[src/rtl/ieu_pkg.sv]
package ieu_pkg;
  typedef enum logic [3:0] {
    OP_ADD  = 4'd0,
    OP_ADDC = 4'd1,
    OP_SUB  = 4'd2,
    OP_SUBC = 4'd3,
    OP_AND  = 4'd4,
    OP_OR   = 4'd5,
    OP_XOR  = 4'd6,
    OP_SHL  = 4'd7,
    OP_SHRL = 4'd8,
    OP_SHRA = 4'd9
  } ieu_op_e;

  localparam int FLAG_N = 3;
  localparam int FLAG_Z = 2;
  localparam int FLAG_V = 1;
  localparam int FLAG_C = 0;

  function automatic logic op_is_arith(input logic [3:0] op);
    return op <= 4'd3;
  endfunction

  function automatic logic op_is_logic(input logic [3:0] op);
    return (op >= 4'd4) && (op <= 4'd6);
  endfunction

  function automatic logic op_is_shift(input logic [3:0] op);
    return (op >= 4'd7) && (op <= 4'd9);
  endfunction
endpackage

[src/rtl/ieu_opnd_sel.sv]
module ieu_opnd_sel #(
  parameter int WIDTH = 32,
  parameter int IMM_W = 13
) (
  input  logic             clk,
  input  logic             rst,
  input  logic             use_imm,
  input  logic [WIDTH-1:0] reg_val,
  input  logic [IMM_W-1:0] imm_val,
  output logic [WIDTH-1:0] opnd
);
  localparam int EXT_W = WIDTH - IMM_W;

  logic [WIDTH-1:0] imm_ext;

  generate
    if (EXT_W > 0) begin : g_ext
      assign imm_ext = {{EXT_W{imm_val[IMM_W-1]}}, imm_val};
    end else begin : g_noext
      assign imm_ext = imm_val[WIDTH-1:0];
    end
  endgenerate

  assign opnd = use_imm ? imm_ext : reg_val;

  // the upper operand bits copy the immediate sign bit
  p_imm_sign_r1: assert property (@(posedge clk) disable iff (rst)
    use_imm |-> (opnd[WIDTH-1] == imm_val[IMM_W-1]) && (opnd[IMM_W-1:0] == imm_val));
endmodule

[src/rtl/ieu_addsub.sv]
module ieu_addsub #(
  parameter int WIDTH = 32
) (
  input  logic [WIDTH-1:0] a,
  input  logic [WIDTH-1:0] b,
  input  logic             sub,
  input  logic             chain,
  input  logic             c_flag,
  output logic [WIDTH-1:0] sum,
  output logic             c_out,
  output logic             v_out
);
  logic [WIDTH-1:0] b_eff;
  logic             cin_raw;
  logic             cin;
  logic [WIDTH:0]   ext;

  always_comb begin
    cin_raw = chain & c_flag;
    b_eff   = sub ? ~b : b;
    // a - b - br == a + ~b + (1 - br)
    cin     = sub ? ~cin_raw : cin_raw;
    ext     = {1'b0, a} + {1'b0, b_eff} + {{WIDTH{1'b0}}, cin};
    sum     = ext[WIDTH-1:0];
    c_out   = sub ? ~ext[WIDTH] : ext[WIDTH];
    v_out   = (a[WIDTH-1] == b_eff[WIDTH-1]) && (sum[WIDTH-1] != a[WIDTH-1]);
  end
endmodule

[src/rtl/ieu_logic_shift.sv]
module ieu_logic_shift #(
  parameter int WIDTH = 32,
  parameter int SH_W  = 5
) (
  input  logic [3:0]       op,
  input  logic [WIDTH-1:0] a,
  input  logic [WIDTH-1:0] b,
  input  logic [SH_W-1:0]  shamt,
  output logic [WIDTH-1:0] y
);
  import ieu_pkg::*;

  always_comb begin
    case (op)
      OP_AND:  y = a & b;
      OP_OR:   y = a | b;
      OP_XOR:  y = a ^ b;
      OP_SHL:  y = a << shamt;
      OP_SHRL: y = a >> shamt;
      OP_SHRA: y = WIDTH'($signed(a) >>> shamt);
      default: y = '0;
    endcase
  end
endmodule

[src/rtl/ieu_flag_reg.sv]
module ieu_flag_reg (
  input  logic       clk,
  input  logic       rst,
  input  logic       upd,
  input  logic [3:0] nzvc_new,
  output logic [3:0] flags
);
  always_ff @(posedge clk) begin
    if (rst)      flags <= 4'b0000;
    else if (upd) flags <= nzvc_new;
  end

  // without an update request the flags hold
  p_hold_flags_r9: assert property (@(posedge clk) disable iff (rst)
    !upd |=> $stable(flags));

  // reset clears the flags
  p_reset_clear_r10: assert property (@(posedge clk)
    rst |=> (flags == 4'b0000));
endmodule

[src/rtl/int_exec_unit.sv]
module int_exec_unit #(
  parameter int WIDTH = 32,
  parameter int IMM_W = 13
) (
  input  logic             clk,
  input  logic             rst,
  input  logic [3:0]       op_i,
  input  logic             set_cc_i,
  input  logic             use_imm_i,
  input  logic [WIDTH-1:0] rs1_i,
  input  logic [WIDTH-1:0] rs2_i,
  input  logic [IMM_W-1:0] imm_i,
  output logic [WIDTH-1:0] result_o,
  output logic [3:0]       flags_o
);
  import ieu_pkg::*;

  localparam int SH_W = $clog2(WIDTH);

  logic [WIDTH-1:0] op2;
  logic [WIDTH-1:0] as_sum;
  logic             as_c;
  logic             as_v;
  logic [WIDTH-1:0] ls_y;
  logic             arith;
  logic             logic_op;
  logic             is_sub;
  logic             is_chain;
  logic             res_zero;
  logic [3:0]       nzvc_new;
  logic             flag_upd;

  assign arith    = op_is_arith(op_i);
  assign logic_op = op_is_logic(op_i);
  assign is_sub   = (op_i == OP_SUB) || (op_i == OP_SUBC);
  assign is_chain = (op_i == OP_ADDC) || (op_i == OP_SUBC);

  ieu_opnd_sel #(.WIDTH(WIDTH), .IMM_W(IMM_W)) u_sel (
    .clk     (clk),
    .rst     (rst),
    .use_imm (use_imm_i),
    .reg_val (rs2_i),
    .imm_val (imm_i),
    .opnd    (op2)
  );

  ieu_addsub #(.WIDTH(WIDTH)) u_addsub (
    .a      (rs1_i),
    .b      (op2),
    .sub    (is_sub),
    .chain  (is_chain),
    .c_flag (flags_o[FLAG_C]),
    .sum    (as_sum),
    .c_out  (as_c),
    .v_out  (as_v)
  );

  ieu_logic_shift #(.WIDTH(WIDTH), .SH_W(SH_W)) u_ls (
    .op    (op_i),
    .a     (rs1_i),
    .b     (op2),
    .shamt (op2[SH_W-1:0]),
    .y     (ls_y)
  );

  assign result_o = arith ? as_sum : ls_y;
  assign res_zero = (result_o == '0);

  always_comb begin
    nzvc_new[FLAG_N] = result_o[WIDTH-1];
    nzvc_new[FLAG_Z] = res_zero;
    nzvc_new[FLAG_V] = arith & as_v;
    nzvc_new[FLAG_C] = arith & as_c;
  end

  assign flag_upd = set_cc_i & (arith | logic_op);

  ieu_flag_reg u_flags (
    .clk      (clk),
    .rst      (rst),
    .upd      (flag_upd),
    .nzvc_new (nzvc_new),
    .flags    (flags_o)
  );

  // N after a flag-setting arithmetic op equals the result MSB
  p_neg_flag_r5: assert property (@(posedge clk) disable iff (rst)
    (set_cc_i && op_is_arith(op_i)) |=> (flags_o[FLAG_N] == $past(result_o[WIDTH-1])));

  // logic ops with update clear V and C
  p_logic_clear_vc_r8: assert property (@(posedge clk) disable iff (rst)
    (set_cc_i && op_is_logic(op_i)) |=> (flags_o[1:0] == 2'b00));

  // shifts never touch the flags
  p_shift_keeps_flags_r9: assert property (@(posedge clk) disable iff (rst)
    op_is_shift(op_i) |=> $stable(flags_o));

  // unused codes give zero
  p_unused_zero_r9: assert property (@(posedge clk) disable iff (rst)
    (op_i >= 4'd10) |-> (result_o == '0));
endmodule

[config.mk]
export PLATFORM = sky130hd
export DESIGN_NAME = int_exec_unit
export DESIGN_NICKNAME = d
export VERILOG_FILES = /design/src/rtl/ieu_pkg.sv /design/src/rtl/ieu_opnd_sel.sv /design/src/rtl/ieu_addsub.sv /design/src/rtl/ieu_logic_shift.sv /design/src/rtl/ieu_flag_reg.sv /design/src/rtl/int_exec_unit.sv
export SDC_FILE = /design/constraint.sdc
export NUM_CORES = 1
export LEC_CHECK = 0
export BUFFER_PORTS_ARGS = -buffer_cell sky130_fd_sc_hd__clkbuf_2
export CAP_MARGIN = 20
export CORE_MARGIN = 1
export CORE_UTILIZATION = 40
export DETAILED_ROUTE_END_ITERATION = 6
export PLACE_DENSITY = 0.7
export SETUP_SLACK_MARGIN = 0.2
export SYNTH_ARGS = -nofsm -noshare
export SYNTH_HDL_FRONTEND = slang
export SYNTH_SLANG_ARGS = --single-unit
export TNS_END_PERCENT = 20
[constraint.sdc]
create_clock -name clk -period 9.6 [get_ports clk]
set_input_delay 0.96 -clock clk [delete_from_list [all_inputs] [get_ports clk]]
set_output_delay 0.96 -clock clk [all_outputs]
set_load 0.02 [all_outputs]
==> results of run 1 <==
layout by cell type, fill, tap and decap left out, types with 27 or more instances in the layout:
cell / instances
a21oi_1: 96
a221oi_1: 27
clkbuf_2: 120
ha_1: 96
inv_1: 82
mux2i_1: 87
nand2_1: 118
nand3_1: 29
nor2_1: 96
o21ai_0: 54
o22ai_1: 27
xnor2_1: 45
area by class of cell:
type	instances	area, um^2
Timing Repair Buffer	145	788
Multi-Input combinational cell	1039	7780
Clock buffer	3	75.1
Tap cell	275	344
Sequential cell	4	80.1
Inverter	86	328
Fill cell	2264	11600
stage by stage:
stage                     utilization  cells  total power [mW]  setup WS [ns]
after floorplan                     -   1220             0.517           2.26
after global placement          0.445   1549             0.766           2.37
after detailed placement        0.445   1549             0.767           2.25
after CTS                       0.448   1552             0.836           2.22
after global routing            0.448   1552             0.911           1.77
final                           0.448   1552             0.866           2.02
power groups by stage:
stage / registers (mW) / clock network [mW] / logic, mW
after floorplan: 0.0182 / 0 / 0.499
after global placement: 0.0179 / 0 / 0.748
after detailed placement: 0.0179 / 0 / 0.749
after CTS: 0.0177 / 0.0664 / 0.752
after global routing: 0.0178 / 0.0684 / 0.825
final: 0.0177 / 0.0657 / 0.783
cells by family (layout without fill, tap and decap cells):
logic type / count (synthesis) / after routing / synth area share
compound gates: 407 / 407 / 0.329
buf+inv: 177 / 234 / 0.0842
xor+xnor: 50 / 50 / 0.0512
mux: 118 / 118 / 0.176
fa+ha+maj: 98 / 98 / 0.145
simple gates: 366 / 366 / 0.204
flops: 4 / 4 / 0.00937
worst min-delay path by stage:
stage | to | slack [ns] | depth (start not counted)
after global routing | u_flags.flags[1]$_SDFFE_PP0P_ | 0.50 | 2
after CTS | u_flags.flags[1]$_SDFFE_PP0P_ | 0.49 | 2
after global placement | u_flags.flags[1]$_SDFFE_PP0P_ | 0.45 | 2
final | u_flags.flags[1]$_SDFFE_PP0P_ | 0.47 | 2
after floorplan | u_flags.flags[0]$_SDFFE_PP0P_ | 0.44 | 2
after detailed placement | u_flags.flags[1]$_SDFFE_PP0P_ | 0.47 | 2
worst max-delay path: stages:
cell,delay (ns)
clkbuf_2,0.24
nor2_2,0.16
buf_4,0.36
and2_2,0.57
buf_4,0.45
xnor2_1,0.20
inv_1,0.08
fa_1,0.41
nand2b_1,0.19
a21oi_1,0.33
o21ai_1,0.23
and2_1,0.24
o41ai_1,0.75
a21oi_1,0.28
o311ai_0,0.84
clkbuf_2,0.30
metal layers:
metal	up-vias	share of wire
li1	4761	-
met1	5133	0.41
met2	909	0.42
met3	143	0.13
met4	0	0.040
met5	-	0
==> impl_results.md, run 1 <==
* First-pass GRT wire length at 65200 um
* Worst skew pair latency at 0.23 ns
* Internal Power at 0.334 mW
* Clock tree buffer depth at 2
* CORE AREA at 21000 um^2
* Met3 GRT Util at 0.0936
* Die Ht at 148 um
* Initial Utilization at 0.408
* Max reg flops at 4
* Fraction of layout cells with a size suffix above 1 at 0.156
* # diodes at 0
* Pwr/cell area at 92.3 nW/um^2
* Dpl hpwl at 33700 um
* Clock root buffer: clkbuf_16
* Post-cts hold buffer count at 0
* Post-CTS setup buffers at 0
* DR DRC count at 1
* CTS Buf Count at 3
* Failing checks: DRC
* Combinational power share at 0.904
* Worst IR Drop VDD at 0.0000442 V
* Post-synth top area share at 0.141
* Worst EP required at 8.64 ns
* Die area at 22000 um^2
* Sw Share at 0.614
* Routed WL at 43900 um
* Psw at 0.532 mW
* Sequential area share after synthesis at 0.00937
* Seq pwr share at 0.020
* Placement Rows at 53
* RSZ-0062 raised after global routing: false
* Max-slew violation count at 0
* Worst-Margin Slew at 1.40 ns
* Largest registers: u_flags.flags x4
* Antenna violations before repair at 0
* Post-Layout Inst Area at 9390 um^2
* Reg2reg end: u_flags.flags[2]$_SDFFE_PP0P_
* Peak Freq at 0.132 GHz
* Total grt overflow at 0
* Max-slew headroom at 0.0666
* Gpl congestion at 1.01
* GR Util met1 at 0.537
* I/O pins at 121
* Worst Hold Class: reg -> reg
* Final Critical Period at 7.58 ns
* Largest net degree at the start of global routing at 52
* Initial DRC count at 1593
* Setup_tns at 0 ns
* Most used DFF post-synth: dfxtp_1
* Via density at 7.05
* Crit path DAT at 6.62 ns
* Clock sinks at 4
* Count of buffers from port buffering at 120
* Status: finished, violations left
* DRT Pass-1 Iters at 7
* Crit path from: op_i[2]
* Clock power frac at 0.076
* Worst hold slack at 0.471 ns
* Layout Nets at 1462
* Routed len/inst at 28.3 um
* Busiest grt layer: met2
* Netlist cell types at 86
* Synthesized area at 8550 um^2
* Skew final at 0.000922 ns
* Critical path class: in -> out
* Final hold violation count at 0
* Critical path fanouts, max at 26
* Synth top cells by count: nand2_1 (118), nor2_1 (97), a21oi_1 (96), ha_1 (96), mux2i_1 (89)
* Flop2flop setup slack at 3.96 ns
* CP Capture Type: output pin
* Cells after Synth at 1220
* Area growth, synth to finish at 9.90%
* Syn Nets at 1403
* Flops & latches, synth at 4
* Max Cap Viol at 0
* Post_cts resized at 0
* CP startpoint kind: input port
* Synth area leaders: ha_1 (14%), mux2i_1 (10%), a21oi_1 (5.6%), mux4_2 (5.3%), nand2_1 (5.2%)
* R2r worst-path depth at 16
* Die width at 148 um
* Post-synth EDFFs at 0
* Synth async-reset ratio at 0
* Post-DP Area at 9320 um^2
* Pleak at 4.19 nW
* Cell accounting for the most synthesized area: ha_1
* Most instantiated library cell after synthesis: nand2_1
* Vias in the first global route at 10200
* Vias at 10900
* Syn_area_per_cell at 7.00 um^2
* # setup viols final at 0
* Period utilization at 0.789
* Yosys warns at 0
* GRT Overall Usage at 0.392
* Remaining antenna violation count at 0
* Reg with most FFs: u_flags.flags
* CTS tree: yes
* GRT met2 Usage at 0.594
* Worst R2R Start: u_flags.flags[0]$_SDFFE_PP0P_
* Clock transition at path regs at 0.03 ns
* HP Start: u_flags.flags[1]$_SDFFE_PP0P_
* H-Tree Depth at 1
* CP Capture Point: result_o[28]
Power figures use the tool's default switching activity.
==> run 2: changes to the inputs <==
--- a/config.mk
+++ b/config.mk
@@ -5,12 +5,13 @@
 export SDC_FILE = /design/constraint.sdc
 export NUM_CORES = 1
 export LEC_CHECK = 0
+export ABC_AREA = 1
 export BUFFER_PORTS_ARGS = -buffer_cell sky130_fd_sc_hd__clkbuf_2
 export CAP_MARGIN = 20
 export CORE_MARGIN = 1
 export CORE_UTILIZATION = 40
 export DETAILED_ROUTE_END_ITERATION = 6
-export PLACE_DENSITY = 0.7
+export PLACE_DENSITY = 0.72
 export SETUP_SLACK_MARGIN = 0.2
 export SYNTH_ARGS = -nofsm -noshare
 export SYNTH_HDL_FRONTEND = slang
==> constraint.sdc (replaced) <==
create_clock -name clk -period 6.3 [get_ports clk]
set_input_delay 0.63 -clock clk [delete_from_list [all_inputs] [get_ports clk]]
set_output_delay 0.63 -clock clk [all_outputs]
set_load 0.02 [all_outputs]
==> run 2 against run 1 <==
The run still ends with DRC left. Final cell count rose by 29%. First-iteration DRC count fell by 3.0%. Critical endpoint unchanged. Die area rose by 1.1%.
==> impl_results.md, run 2 <==
* Die Ht at 149 um (+0.54%)
* Flops & latches, synth at 4 (unchanged)
* Initial DRC count at 1545 (-3.0%)
* Cells after Synth at 1666 (+37%)
* Area occupied by multi-input gates at 7420 um^2 (-4.5%)
* Syn_area_per_cell at 5.19 um^2 (-26%)
* Max reg flops at 4 (unchanged)
* Sw Share at 0.641 (+0.0268)
* Synthesized area at 8640 um^2 (+1.1%)
* Max-slew headroom at 0.296 (+0.230)
* CP Capture Type: output pin
* Max incr delay on CP at 0.56 ns (-0.28 ns)
* Most used cell, CP: nand2_1
* CORE AREA at 21100 um^2 (+0.63%)
* Remaining antenna violation count at 0 (unchanged)
* Post_cts resized at 0 (unchanged)
* Worst-Margin Slew at 1.05 ns (-0.348 ns)
* Yosys warns at 0 (unchanged)
* Period utilization at 0.851
* Clock sinks at 4 (unchanged)
* Post-CTS setup buffers at 0 (unchanged)
* Metal3 WL at 4030 um (-28%)
* Clock power frac at 0.084 (+0.008)
* Final hold violation count at 0 (unchanged)
* WL met2 at 17300 um (-6.4%)
* CP Capture Point: result_o[28]
* DRT Pass-1 Iters at 7 (unchanged)
* Largest registers: u_flags.flags x4
* Initial Utilization at 0.410 (+0.00189)
* Setup_tns at 0 ns (unchanged)
* Die width at 149 um (+0.54%)
* Netlist cell types at 43 (-50%)
* Pleak at 5.28 nW (+26%)
* Syn Nets at 1849 (+32%)
* Register area at 80.1 um^2 (unchanged)
* GRT Overall Usage at 0.350 (-0.0416)
* Worst Hold Class: reg -> reg
* Cell accounting for the most synthesized area: nand3_1
* Util after Layout at 0.442 (-0.00626)
* RSZ-0062 raised after global routing: false
* Die area at 22200 um^2 (+1.1%)
* CP startpoint kind: input port
* Largest net degree at the start of global routing at 72 (+38%)
* Routed WL at 39600 um (-9.9%)
* DR DRC count at 1 (unchanged)
* Synth async-reset ratio at 0 (unchanged)
* Routed len/inst at 19.8 um (-30%)
* Reg with most FFs: u_flags.flags
* Fill cells at 2446 (+8.0%)
* Critical path fanouts, max at 15 (-42%)
* Placement Rows at 53 (unchanged)
* Max-slew violation count at 0 (unchanged)
* Clock root buffer: clkbuf_16
* Synth top cells by count: nand2_1 (476), nand3_1 (383), inv_1 (175)
* # diodes at 0 (unchanged)
* Top Layer Used: met4
* Worst EP required at 5.67 ns (-2.97 ns)
* First-pass GRT wire length at 59700 um (-8.5%)
* Gpl congestion at 1.03 (+1.3%)
* Most instantiated library cell after synthesis: nand2_1
* CTS tree: yes
* Pwr Total at 1.19 mW (+38%)
* Worst IR Drop VDD at 0.0000929 V (+110%)
* Failing checks: DRC
* I/O pins at 121 (unchanged)
* Critical path class: in -> out
* Layout Nets at 1908 (+31%)
* Total grt overflow at 0 (unchanged)
* Post-synth top area share at 0.222 (+0.0813)
* Via density at 5.92 (-16%)
* Clock tree buffer depth at 2 (unchanged)
* Slowest stage cell, crit path: nor2_4
* Cell breakdown of the critical path: clkbuf_2, nor2_2, clkinv_1, nor2_4, xor2_1, fa_1, fa_1, o21ai_0, a21oi_1, o21ai_0, nand2_1, nand2_1, nand2_1, a21oi_1, nor2_1, inv_1, clkbuf_2
* Worst R2R Start: u_flags.flags[0]$_SDFFE_PP0P_
* Seq pwr share at 0.023 (+0.003)
* Post-synth EDFFs at 0 (unchanged)
* Commonest non-fill, non-tap cell in the layout: nand2_1
* Combinational power share at 0.894 (-0.010)
* Internal Power at 0.428 mW (+28%)
* Max Cap Viol at 0 (unchanged)
* Flop2flop setup slack at 2.48 ns (-1.48 ns)
* # setup viols final at 0 (unchanged)
* Reg2reg end: u_flags.flags[2]$_SDFFE_PP0P_
* Clock transition at path regs at 0.03 ns (about the same)
* Vias in the first global route at 10600 (+4.2%)
* Fraction of layout cells with a size suffix above 1 at 0.0975 (-0.0583)
* Status: finished, violations left
* H-Tree Depth at 1 (unchanged)
* Count of buffers from port buffering at 120 (unchanged)
* Pwr/cell area at 128 nW/um^2 (+39%)
* Wl on met1 at 16800 um (-7.2%)
* Critical path's top delay family: simple AND/OR/NAND/NOR gates
* Crit. path cell count at 17 (+1)
* Skew final at 0.00254 ns (+0.00161 ns)
* Post-cts hold buffer count at 0 (unchanged)
* Most used DFF post-synth: dfxtp_1
* Dpl hpwl at 32100 um (-4.6%)
* Area growth, synth to finish at 7.86%
* Final Critical Period at 5.36 ns
* Sequential area share after synthesis at 0.00927 (-0.000102)
* R2r worst-path depth at 20 (+4)
* Antenna violations before repair at 0 (unchanged)
* Worst skew pair latency at 0.22 ns (about the same)
* CP Buf/Inv Count at 4 (-1)
* Most frequent cells in the layout: nand2_1 (476), nand3_1 (383), inv_1 (175)
* Crit path DAT at 4.73 ns (-1.89 ns)
* Synth area leaders: nand3_1 (22%), nand2_1 (21%), ha_1 (14%), inv_1 (7.6%), nor2_1 (6.5%)
* Peak Freq at 0.187 GHz
* Psw at 0.764 mW (+44%)
* CTS Buf Count at 3 (unchanged)
* Crit path from: op_i[2]
* Vias at 11800 (+8.0%)
==> run 2: how the worst min path moves through the flow <==
stage,start,endpoint,depth (start not counted)
floorplan,u_flags.flags[0]$_SDFFE_PP0P_,u_flags.flags[0]$_SDFFE_PP0P_,2
global placement,u_flags.flags[1]$_SDFFE_PP0P_,u_flags.flags[1]$_SDFFE_PP0P_,2
detailed placement,u_flags.flags[1]$_SDFFE_PP0P_,u_flags.flags[1]$_SDFFE_PP0P_,2
CTS,u_flags.flags[2]$_SDFFE_PP0P_,u_flags.flags[2]$_SDFFE_PP0P_,2
global route,u_flags.flags[1]$_SDFFE_PP0P_,u_flags.flags[1]$_SDFFE_PP0P_,2
finish,u_flags.flags[2]$_SDFFE_PP0P_,u_flags.flags[2]$_SDFFE_PP0P_,2
==> run 2: per-layer routing <==
metal | vias to the layer above | track usage
met3 | 96 | 0.0489
met4 | 0 | 0.112
met5 | - | 0
met1 | 5405 | 0.478
li1 | 5660 | -
met2 | 664 | 0.563
==> run 2: cell families after synthesis <==
logic type,share of synthesized area
flops,0.00927
simple gates,0.535
compound gates,0.145
buf+inv,0.133
xor+xnor,0.0335
fa+ha+maj,0.144
==> run 2: power by group through the flow <==
stage | logic (mW) | registers, mW | clock network (mW)
finish | 1.06 | 0.0270 | 0.0996
floorplan | 0.737 | 0.0282 | 0
global placement | 1.03 | 0.0274 | 0
global route | 1.17 | 0.0271 | 0.101
detailed placement | 1.03 | 0.0274 | 0
CTS | 1.04 | 0.0270 | 0.0992
==> run 2: worst reg2reg max path, cell delays in order, from the launching register on <==
cell	delay [ns]
dfxtp_1	0.35
nand2_1	0.06
nand2_1	0.06
nand3_1	0.19
fa_1	0.50
fa_1	0.44
o21ai_0	0.50
nand2_1	0.11
nand2_1	0.16
nand2_1	0.07
nand2_1	0.17
nand2_1	0.09
a21oi_1	0.15
nor2_1	0.06
nor2_1	0.15
nand2_1	0.08
nor2_1	0.20
nand3_1	0.09
nor2_1	0.09
nand2_1	0.08
a21oi_1	0.13
==> run 2: final cells by class <==
type | count | share of cell area
repair buffers | 133 | 0.0763
inverters | 181 | 0.0734
clock buffers | 3 | 0.00806
flip-flops and latches | 4 | 0.00859
multi-input cells | 1402 | 0.797
well taps | 275 | 0.0369
==> run 2: stage by stage <==
| stage | setup WS (ns) | area [um^2] | cells | hold WS, ns |
|---|---|---|---|---|
| finish | 0.939 | 9320 | 1998 | 0.483 |
| global route | 0.600 | 9320 | 1998 | 0.507 |
| CTS | 0.977 | 9320 | 1998 | 0.470 |
| detailed placement | 1.01 | 9240 | 1995 | 0.460 |
| global placement | 1.13 | 9240 | 1995 | 0.459 |
| floorplan | 1.74 | 8640 | 1666 | 0.466 |
==> run 3: changes to the inputs <==
--- a/config.mk
+++ b/config.mk
@@ -11,7 +11,7 @@
 export CORE_MARGIN = 1
 export CORE_UTILIZATION = 40
 export DETAILED_ROUTE_END_ITERATION = 6
-export PLACE_DENSITY = 0.72
+export PLACE_DENSITY = 0.63
 export SETUP_SLACK_MARGIN = 0.2
 export SYNTH_ARGS = -nofsm -noshare
 export SYNTH_HDL_FRONTEND = slang
==> run 3 against run 2 <==
The run still ends with DRC left. Worst setup slack improved by 0.017 ns. First-iteration DRC count fell by 15%. Register-to-register slack gained 0.02 ns. Sequential share of layout area about the same. Critical path type unchanged.
==> impl_results.md, run 3 (same netlist as run 2, synthesis figures left out) <==
* Max reg flops at 4 (unchanged)
* Skew final at 0.00257 ns (+0.0000349 ns)
* Vias in the first global route at 10400 (-1.9%)
* Most frequent cells in the layout: nand2_1 (476), nand3_1 (383), inv_1 (175)
* Reg with most FFs: u_flags.flags
* Worst slack at placement at 1.04 ns (+0.0349 ns)
* Initial DRC count at 1320 (-15%)
* Worst skew pair latency at 0.22 ns (about the same)
* Die width at 149 um (unchanged)
* Crit path from: op_i[2]
* Clock power frac at 0.084 (about the same)
* Final Critical Period at 5.34 ns (-0.0167 ns)
* Max-slew violation count at 0 (unchanged)
* WHS Path Cells at 2 (unchanged)
* Post-cts hold buffer count at 0 (unchanged)
* Clock tree buffer depth at 2 (unchanged)
* Fraction of layout cells with a size suffix above 1 at 0.0986 (+0.00105)
* Post-CTS setup buffers at 0 (unchanged)
* Commonest non-fill, non-tap cell in the layout: nand2_1
* Clock transition at path regs at 0.03 ns (about the same)
* Layout Nets at 1910 (+0.10%)
* DR DRC count at 1 (unchanged)
* Seq pwr share at 0.023 (about the same)
* Reg2reg end: u_flags.flags[2]$_SDFFE_PP0P_
* Largest registers: u_flags.flags x4
* Worst IR Drop VDD at 0.0000827 V (-11%)
* Largest net degree at the start of global routing at 72 (unchanged)
* Antenna violations before repair at 0 (unchanged)
* Sw Share at 0.638 (-0.00266)
* Gpl congestion at 1.01 (-1.2%)
* GRT Overall Usage at 0.346 (-0.00462)
* Util after Layout at 0.442 (about the same)
* Worst EP required at 5.67 ns (about the same)
* Failing checks: DRC
* Dpl hpwl at 31700 um (-1.2%)
* Setup_tns at 0 ns (unchanged)
* Die Ht at 149 um (unchanged)
* CORE AREA at 21100 um^2 (unchanged)
* H-Tree Depth at 1 (unchanged)
* Count of buffers from port buffering at 120 (unchanged)
* Clock sinks at 4 (unchanged)
* CP startpoint kind: input port
* Worst-Margin Slew at 1.01 ns (-0.0458 ns)
* Via density at 5.90 (-0.27%)
* Internal Power at 0.427 mW (-0.33%)
* R2r worst-path depth at 20 (unchanged)
* Clock root buffer: clkbuf_16
* Vias at 11800 (-0.17%)
* CTS tree: yes
* Routed WL at 39200 um (-1.1%)
* Max-slew headroom at 0.327 (+0.0306)
* Routed len/inst at 19.6 um (-1.2%)
* Worst Hold Class: reg -> reg
* First-pass GRT wire length at 59200 um (-0.91%)
* Psw at 0.752 mW (-1.5%)
* Max Cap Viol at 0 (unchanged)
* Final hold violation count at 0 (unchanged)
* Status: finished, violations left
* Peak Freq at 0.187 GHz (+0.31%)
* Placement Rows at 53 (unchanged)
* Pleak at 5.29 nW (about the same)
* Total grt overflow at 0 (unchanged)
* Initial Utilization at 0.410 (unchanged)
* Worst R2R Start: u_flags.flags[0]$_SDFFE_PP0P_
* Remaining antenna violation count at 0 (unchanged)
* # setup viols final at 0 (unchanged)
* I/O pins at 121 (unchanged)
* Flop2flop setup slack at 2.50 ns (+0.02 ns)
* CTS Buf Count at 3 (unchanged)
* DRT Pass-1 Iters at 7 (unchanged)
* Pwr Total at 1.18 mW (-1.1%)
* Period utilization at 0.848 (-0.00264)
* Critical path class: in -> out
* RSZ-0062 raised after global routing: false
* # diodes at 0 (unchanged)
* Fill cells at 2467 (+0.86%)
* Area growth, synth to finish at 7.89% (about the same)
* Critical path fanouts, max at 24 (+9)
* CP Capture Point: result_o[31]
* Setup ws final at 0.955 ns (+0.0167 ns)
* Die area at 22200 um^2 (unchanged)
* Pwr/cell area at 126 nW/um^2 (-1.1%)
* Combinational power share at 0.893 (about the same)
* Post_cts resized at 0 (unchanged)
* Crit path DAT at 4.71 ns (-0.02 ns)
* CP Capture Type: output pin
-- run 3: cell count changes in the layout (fill, tap and decap cells not counted), sizes merged --
cell | before | now
buf | 13 | 15
-- run 3: critical path, stage by stage --
cell and delay [ns]:
clkbuf_2 0.12, nor2_2 0.14, clkinv_1 0.41, nor2_4 0.50, buf_4 0.46, inv_1 0.22, xor2_1 0.21, ha_1 0.35
nand2_1 0.10, nor2_1 0.09, nand2_1 0.05, nand2_1 0.13, nand2_1 0.07, nand2_1 0.21, nand2_1 0.19, a21oi_1 0.19
nor2_1 0.07, nor2_1 0.26, inv_1 0.11, clkbuf_2 0.17
-- run 3: how the worst min path moves through the flow --
stage	start	end	slack (ns)
5_1_grt	u_flags.flags[2]$_SDFFE_PP0P_	u_flags.flags[2]$_SDFFE_PP0P_	0.51
4_1_cts	u_flags.flags[1]$_SDFFE_PP0P_	u_flags.flags[1]$_SDFFE_PP0P_	0.48
3_3_place_gp	u_flags.flags[1]$_SDFFE_PP0P_	u_flags.flags[1]$_SDFFE_PP0P_	0.46
2_1_floorplan	u_flags.flags[0]$_SDFFE_PP0P_	u_flags.flags[0]$_SDFFE_PP0P_	0.47
3_5_place_dp	u_flags.flags[1]$_SDFFE_PP0P_	u_flags.flags[1]$_SDFFE_PP0P_	0.47
6_report	u_flags.flags[1]$_SDFFE_PP0P_	u_flags.flags[1]$_SDFFE_PP0P_	0.48
-- run 3: area by class of cell --
| type | count | area, um^2 | area share |
|---|---|---|---|
| Tap cell | 275 | 344 | 0.0369 |
| Timing Repair Buffer | 135 | 713 | 0.0765 |
| Clock buffer | 3 | 75.1 | 0.00805 |
| Multi-Input combinational cell | 1402 | 7420 | 0.797 |
| Inverter | 181 | 684 | 0.0734 |
| Sequential cell | 4 | 80.1 | 0.00859 |
-- run 3: per-layer routing --
| metal | vias up | part of all wire | global-route usage |
|---|---|---|---|
| met3 | 71 | 0.099 | 0.0520 |
| met1 | 5481 | 0.43 | 0.475 |
| met5 | - | 0 | 0 |
| met2 | 585 | 0.44 | 0.553 |
| met4 | 0 | 0.030 | 0.100 |
| li1 | 5668 | - | - |
-- run 3: through the flow --
| step | cells | cell area (um^2) | hold WS [ns] |
|---|---|---|---|
| global placement | 1997 | 9250 | 0.461 |
| CTS | 2000 | 9320 | 0.475 |
| finish | 2000 | 9320 | 0.481 |
| global route | 2000 | 9320 | 0.507 |
| detailed placement | 1997 | 9250 | 0.469 |
| floorplan | 1666 | 8640 | 0.466 |
-- run 3: power by group through the flow --
stage	Clock (mW)	Combinational, mW	Sequential (mW)
2_1_floorplan	0	0.737	0.0282
3_3_place_gp	0	1.02	0.0274
3_5_place_dp	0	1.02	0.0274
4_1_cts	0.0994	1.03	0.0272
5_1_grt	0.102	1.16	0.0272
6_report	0.0991	1.05	0.0272
